[config.mk]
export PLATFORM = sky130hd
export DESIGN_NAME = mgmt_interval_timers
export DESIGN_NICKNAME = d
export VERILOG_FILES = /design/src/rtl/mit_pkg.sv /design/src/rtl/mit_hb_timer.sv /design/src/rtl/mit_rt_timer.sv /design/src/rtl/mgmt_interval_timers.sv
export SDC_FILE = /design/constraint.sdc
export NUM_CORES = 1
export LEC_CHECK = 0
export BUFFER_PORTS_ARGS = -buffer_cell sky130_fd_sc_hd__buf_2
export CAP_MARGIN = 20
export CORE_UTILIZATION = 24
export DETAILED_ROUTE_END_ITERATION = 10
export SKIP_LAST_GASP = 1
export SYNTH_ARGS = -nofsm -noshare
export SYNTH_HDL_FRONTEND = slang
export SYNTH_HIERARCHICAL = 1
export SYNTH_SLANG_ARGS = --single-unit
export TNS_END_PERCENT = 5
[constraint.sdc]
create_clock -name clk -period 2.1 [get_ports clk]
set_input_delay 0.105 -clock clk [delete_from_list [all_inputs] [get_ports clk]]
set_output_delay 0.105 -clock clk [all_outputs]
set_load 0.02 [all_outputs]
[src/rtl/mit_pkg.sv]
package mit_pkg;

    localparam int VAL_W = 7;
    localparam int REG_W = VAL_W + 1;

    typedef logic [VAL_W-1:0] ival_t;

    localparam ival_t VAL_RST = ival_t'(1);

    typedef enum logic {
        SEL_HB = 1'b0,
        SEL_RT = 1'b1
    } reg_sel_e;

    typedef struct packed {
        logic     wr;
        reg_sel_e sel;
        ival_t    val;
        logic     ctl;
    } reg_wr_t;

    function automatic logic expires(ival_t c);
        return c <= ival_t'(1);
    endfunction

    function automatic logic [REG_W-1:0] pack_reg(ival_t v, logic b);
        return {v, b};
    endfunction

endpackage

[src/rtl/mit_hb_timer.sv]
module mit_hb_timer
    import mit_pkg::*;
(
    input  logic             clk,
    input  logic             rst,
    input  logic             wr_en,
    input  ival_t            wr_val,
    input  logic             wr_ctl,
    input  logic             tick,
    output logic             req,
    output logic [REG_W-1:0] rdata
);

    ival_t load_q;
    ival_t cnt_q;
    logic  en_q;

    always_ff @(posedge clk) begin
        if (rst) begin
            load_q <= VAL_RST;
            cnt_q  <= VAL_RST;
            en_q   <= 1'b0;
            req    <= 1'b0;
        end else begin
            req <= 1'b0;
            if (en_q && tick) begin
                if (expires(cnt_q)) begin
                    cnt_q <= load_q;
                    req   <= (load_q != '0);
                end else begin
                    cnt_q <= cnt_q - ival_t'(1);
                end
            end
            // register write overrides the countdown update
            if (wr_en) begin
                en_q <= wr_ctl;
                if (!en_q) load_q <= wr_val;
                if (wr_ctl) cnt_q <= en_q ? load_q : wr_val;
            end
        end
    end

    assign rdata = en_q ? pack_reg(cnt_q, 1'b1) : pack_reg(load_q, 1'b0);

    p_hb_load_frozen_r3: assert property (@(posedge clk) disable iff (rst)
        en_q |=> $stable(load_q));

    p_hb_req_cause_r5: assert property (@(posedge clk) disable iff (rst)
        req |-> $past(en_q && tick));

    p_hb_no_req_zero_r6: assert property (@(posedge clk) disable iff (rst)
        req |-> $past(load_q != '0));

endmodule

[src/rtl/mit_rt_timer.sv]
module mit_rt_timer
    import mit_pkg::*;
#(
    parameter int CNT_W = 4
) (
    input  logic             clk,
    input  logic             rst,
    input  logic             wr_en,
    input  ival_t            wr_val,
    input  logic             tick,
    input  logic             start,
    input  logic [CNT_W-1:0] start_cnt,
    output logic             req,
    output logic [REG_W-1:0] rdata
);

    ival_t            load_q;
    ival_t            cnt_q;
    logic [CNT_W-1:0] left_q;
    logic             active;

    assign active = (left_q != '0);

    always_ff @(posedge clk) begin
        if (rst) begin
            load_q <= VAL_RST;
            cnt_q  <= VAL_RST;
            left_q <= '0;
            req    <= 1'b0;
        end else begin
            req <= 1'b0;
            if (start) begin
                if (load_q != '0 && start_cnt != '0) begin
                    req    <= 1'b1;
                    left_q <= start_cnt - 1'b1;
                    cnt_q  <= load_q;
                end else begin
                    left_q <= '0;
                end
            end else if (active && tick) begin
                if (expires(cnt_q)) begin
                    cnt_q <= load_q;
                    if (load_q != '0) begin
                        req    <= 1'b1;
                        left_q <= left_q - 1'b1;
                    end else begin
                        left_q <= '0;
                    end
                end else begin
                    cnt_q <= cnt_q - ival_t'(1);
                end
            end
            if (wr_en) load_q <= wr_val;
        end
    end

    assign rdata = pack_reg(load_q, 1'b0);

    p_rt_req_cause_r8: assert property (@(posedge clk) disable iff (rst)
        req |-> $past(start || (tick && active)));

    p_rt_left_no_grow_r8: assert property (@(posedge clk) disable iff (rst)
        !start |=> left_q <= $past(left_q));

    p_rt_no_req_zero_r6: assert property (@(posedge clk) disable iff (rst)
        req |-> $past(load_q != '0));

    p_rt_count_kept_r9: assert property (@(posedge clk) disable iff (rst)
        (!start && active && tick && cnt_q > ival_t'(1)) |=> cnt_q == $past(cnt_q) - ival_t'(1));

endmodule

[src/rtl/mgmt_interval_timers.sv]
module mgmt_interval_timers
    import mit_pkg::*;
#(
    parameter int CNT_W = 4
) (
    input  logic             clk,
    input  logic             rst,
    input  logic             reg_sel,
    input  logic             reg_wr,
    input  logic [7:0]       reg_wdata,
    output logic [7:0]       reg_rdata,
    input  logic             hb_tick,
    input  logic             rt_tick,
    input  logic             alert_start,
    input  logic [CNT_W-1:0] alert_count,
    output logic             hb_req,
    output logic             rt_req
);

    reg_wr_t          wcmd;
    logic [REG_W-1:0] hb_rdata;
    logic [REG_W-1:0] rt_rdata;

    assign wcmd = '{wr: reg_wr, sel: reg_sel_e'(reg_sel),
                    val: reg_wdata[REG_W-1:1], ctl: reg_wdata[0]};

    mit_hb_timer u_hb (
        .clk    (clk),
        .rst    (rst),
        .wr_en  (wcmd.wr && wcmd.sel == SEL_HB),
        .wr_val (wcmd.val),
        .wr_ctl (wcmd.ctl),
        .tick   (hb_tick),
        .req    (hb_req),
        .rdata  (hb_rdata)
    );

    mit_rt_timer #(.CNT_W(CNT_W)) u_rt (
        .clk       (clk),
        .rst       (rst),
        .wr_en     (wcmd.wr && wcmd.sel == SEL_RT),
        .wr_val    (wcmd.val),
        .tick      (rt_tick),
        .start     (alert_start),
        .start_cnt (alert_count),
        .req       (rt_req),
        .rdata     (rt_rdata)
    );

    assign reg_rdata = (wcmd.sel == SEL_HB) ? hb_rdata : rt_rdata;

    p_req_quiet_after_reset_r1: assert property (@(posedge clk)
        $past(rst) |-> (!hb_req && !rt_req));

endmodule

==> out/results.tsv <==
metric	value	unit
status	completed	
coreArea	9860	µm²
crit_type	flop to flop	
vias_per_cell	4.96	
async_flop_share	0	%
grt_usage	12.2	%
arrival	2.11	ns
gr-total-overflow	0	
remaining_drc_errors	0	
cts.sinks	35	
layout.nets	327	
synth_enable_flop_cells	0	
portBuffers	28	
pwr-share-comb	31.6	%
finalHoldViolCount	0	
die_y	103	µm
yosysTopAreaCell	dfxtp_1	
tns	0	ns
p_clk_share	26.3	%
r2r_end	u_rt/cnt_q[0]$_SDFFE_PP1P_	
insertion_delay	0.29	ns
cts_resized	0	
critical_path_required	2.29	ns
min_period_over_period	91.6	%
start_util	24.9	%
yosys_warnings	6	
hold_class	primary input to flop	
postRouteAntennaNets	0	
syn_avg_cell_area	8.94	µm²
ir_worst_vdd	251	µV
first_pass_iters	4	
pin_count	29	
switchingPower	644	µW
tightest_slew	0.684	ns
synth_cell_types	66	
crit_chain	inv_1, ha_1, o21bai_1, a31oi_1, o22ai_1, a211o_1	
grt_max_degree	38	
die_w	103	µm
drt_iter0_drc	151	
fmax	520	MHz
p_leak	1.13	nW
crit_fanout	6	
end_kind	flop	
min_path_cells	3	
worstSetupStartpointType	flop	
pre_cts_ws	0.241	ns
hold_end	u_hb/load_q[2]$_SDFFE_PP0P_	
cap_violations	0	
fin_worst_skew	0.00905	ns
syn_area	2460	µm²
synth_common_cells	35 x dfxtp_1, 23 x mux2i_1, 23 x nor2_1, 17 x inv_1, 12 x nor3_1	
slew_headroom	54.4	%
ctsLongestPathBuffers	2	
power.total	1.86	mW
routed_wirelength	6.35	mm
synthFlopType	dfxtp_1	
syn_inst	275	
slew_viol_final	0	
wl_per_cell	14.6	µm
yosysTopAreaCellShare	28.5	%
dieArea	10600	µm²
layout-drive-gt1-share	23.8	%
p_int	1.22	mW
reg2regPathDepth	6	
via_count	2164	
rows	36	
grt_first_pass_wirelength	10.0	mm
powerDensity	670	nW/µm²
cts_post_setup_buffers_inserted	0	
area_delta_synth_final	13.2	%
syn-num-nets	300	
slowest_delay	0.43	ns
synth_most_common_cell	dfxtp_1	
htreeDepth	2	
placed_cells	428	
cp_slowest_cell	a31oi_1	
grt_pass1_vias	2057	
ys_seq_area_share	28.5	%
layoutNonFillerInstCount	436	
cts_tree	built	
synth_seq_cells	35	
path_clk_slew	0.08	ns
worstReg2RegStart	u_rt/cnt_q[1]$_SDFFE_PP0P_	
finalWorstSetupSlack	0.177	ns
place_hpwl	4.67	mm
holdBufCountCts	0	
rsz0062_at_grt	false	
synth_area_leaders	dfxtp_1 29%, mux2i_1 9.4%, mux2_4 4.9%	
rrSetupSlack	0.18	ns
cts_inserted_buffers	5	
diodes	0	
min_from	reg_wdata[3]	
antenna_found_initial	0	
globalplace.congestion	0.889	
nFillCells	1066	
min_period	1.92	ns
setup_viol	0	
sequentialPowerShare	42.0	%
cts_root_buffer	clkbuf_8	
switching_share	34.5	%
## routing by layer
layer / track usage (%) / routed length [µm] / vias to the layer above / part of all wire, %
li1: - / - / 1069 / -
met5: 0 / 0 / - / 0
met1: 15.4 / 2850 / 1021 / 45
met2: 20.9 / 3090 / 72 / 49
met3: 2.08 / 381 / 2 / 6.0
met4: 4.66 / 34 / 0 / 0.54
## final cells by class
cell class	count	area [µm²]	area share, %
tap	133	166	5.98
multi-input combinational	207	1570	56.3
sequential	35	701	25.2
clock inverter	2	12.5	0.450
timing repair buffer	36	200	7.19
clock buffer	6	72.6	2.61
inverter	17	63.8	2.29
## power by group through the flow
stage / clock network, mW / logic (mW) / registers (mW)
floorplan: 0 / 0.455 / 0.779
global placement: 0 / 0.580 / 0.795
detailed placement: 0 / 0.582 / 0.797
CTS: 0.512 / 0.586 / 0.782
global route: 0.527 / 0.650 / 0.791
finish: 0.491 / 0.589 / 0.783
## flip-flops by register name (all words and copies together), names as in the netlist
register,count
u_hb/cnt_q,7
u_hb/en_q,1
u_hb/load_q,7
u_hb/req,1
u_rt/cnt_q,7
u_rt/left_q,4
u_rt/load_q,7
u_rt/req,1
## cell families (layout without fill, tap and decap cells)
| logic type | Yosys count | in the layout | synth area share, % |
|---|---|---|---|
| buffers and inverters | 33 | 61 | 7.74 |
| flip-flops | 35 | 35 | 28.5 |
| other | 1 | 1 | 0.153 |
| adder cells (fa/ha/maj) | 6 | 6 | 3.05 |
| XOR/XNOR | 4 | 4 | 1.43 |
| AO/OA/AOI/OAI | 65 | 65 | 19.3 |
| multiplexers | 39 | 39 | 17.9 |
| AND/OR/NAND/NOR | 92 | 92 | 21.8 |
## worst max-delay path by stage
| stage | start | end | cells past startpoint |
|---|---|---|---|
| after CTS | u_rt/cnt_q[1]$_SDFFE_PP0P_ | u_rt/cnt_q[0]$_SDFFE_PP1P_ | 6 |
| after floorplan | u_rt/cnt_q[2]$_SDFFE_PP0P_ | u_rt/cnt_q[0]$_SDFFE_PP1P_ | 5 |
| after detailed placement | u_rt/cnt_q[1]$_SDFFE_PP0P_ | u_rt/cnt_q[0]$_SDFFE_PP1P_ | 6 |
| final | u_rt/cnt_q[1]$_SDFFE_PP0P_ | u_rt/cnt_q[0]$_SDFFE_PP1P_ | 6 |
| after global routing | u_rt/cnt_q[1]$_SDFFE_PP0P_ | u_rt/cnt_q[0]$_SDFFE_PP1P_ | 6 |
| after global placement | u_rt/left_q[0]$_SDFFE_PP0P_ | u_rt/cnt_q[6]$_SDFFE_PP0P_ | 6 |
## cells in the final DEF (no fill, tap or decap), types with 4 or more instances in the layout
cell,synthesis,routed
a211o_1,5,5
inv_1,17,17
a31oi_1,4,4
nand2b_1,5,5
nand2_1,6,6
nor2b_1,4,4
nor2_1,23,23
buf_4,4,8
dfxtp_1,35,35
nor4_1,4,4
o21ai_0,8,8
ha_1,6,6
mux2_4,8,8
mux2_2,8,8
nor3_1,12,12
nand3_1,5,5
and3_1,4,4
buf_2,1,28
a21oi_1,11,11
o31ai_1,4,4
mux2i_1,23,23
clkbuf_8,2,5
## through the flow
| step | area [µm²] | util, % | hold slack [ns] |
|---|---|---|---|
| CTS | 2780 | 28.2 | 0.0872 |
| finish | 2780 | 28.2 | 0.0865 |
| global placement | 2700 | 27.3 | 0.383 |
| global route | 2780 | 28.2 | 0.0911 |
| detailed placement | 2700 | 27.3 | 0.391 |
| floorplan | 2460 | - | 0.223 |
## critical path, delay by kind of cell (launching register included)
family	cells	cell delay [ns]
buffers and inverters	1	0.09
AO/OA/AOI/OAI	4	1.14
adder cells (fa/ha/maj)	1	0.22
flip-flops	1	0.37
No activity file was read; power rests on OpenSTA's default activity.
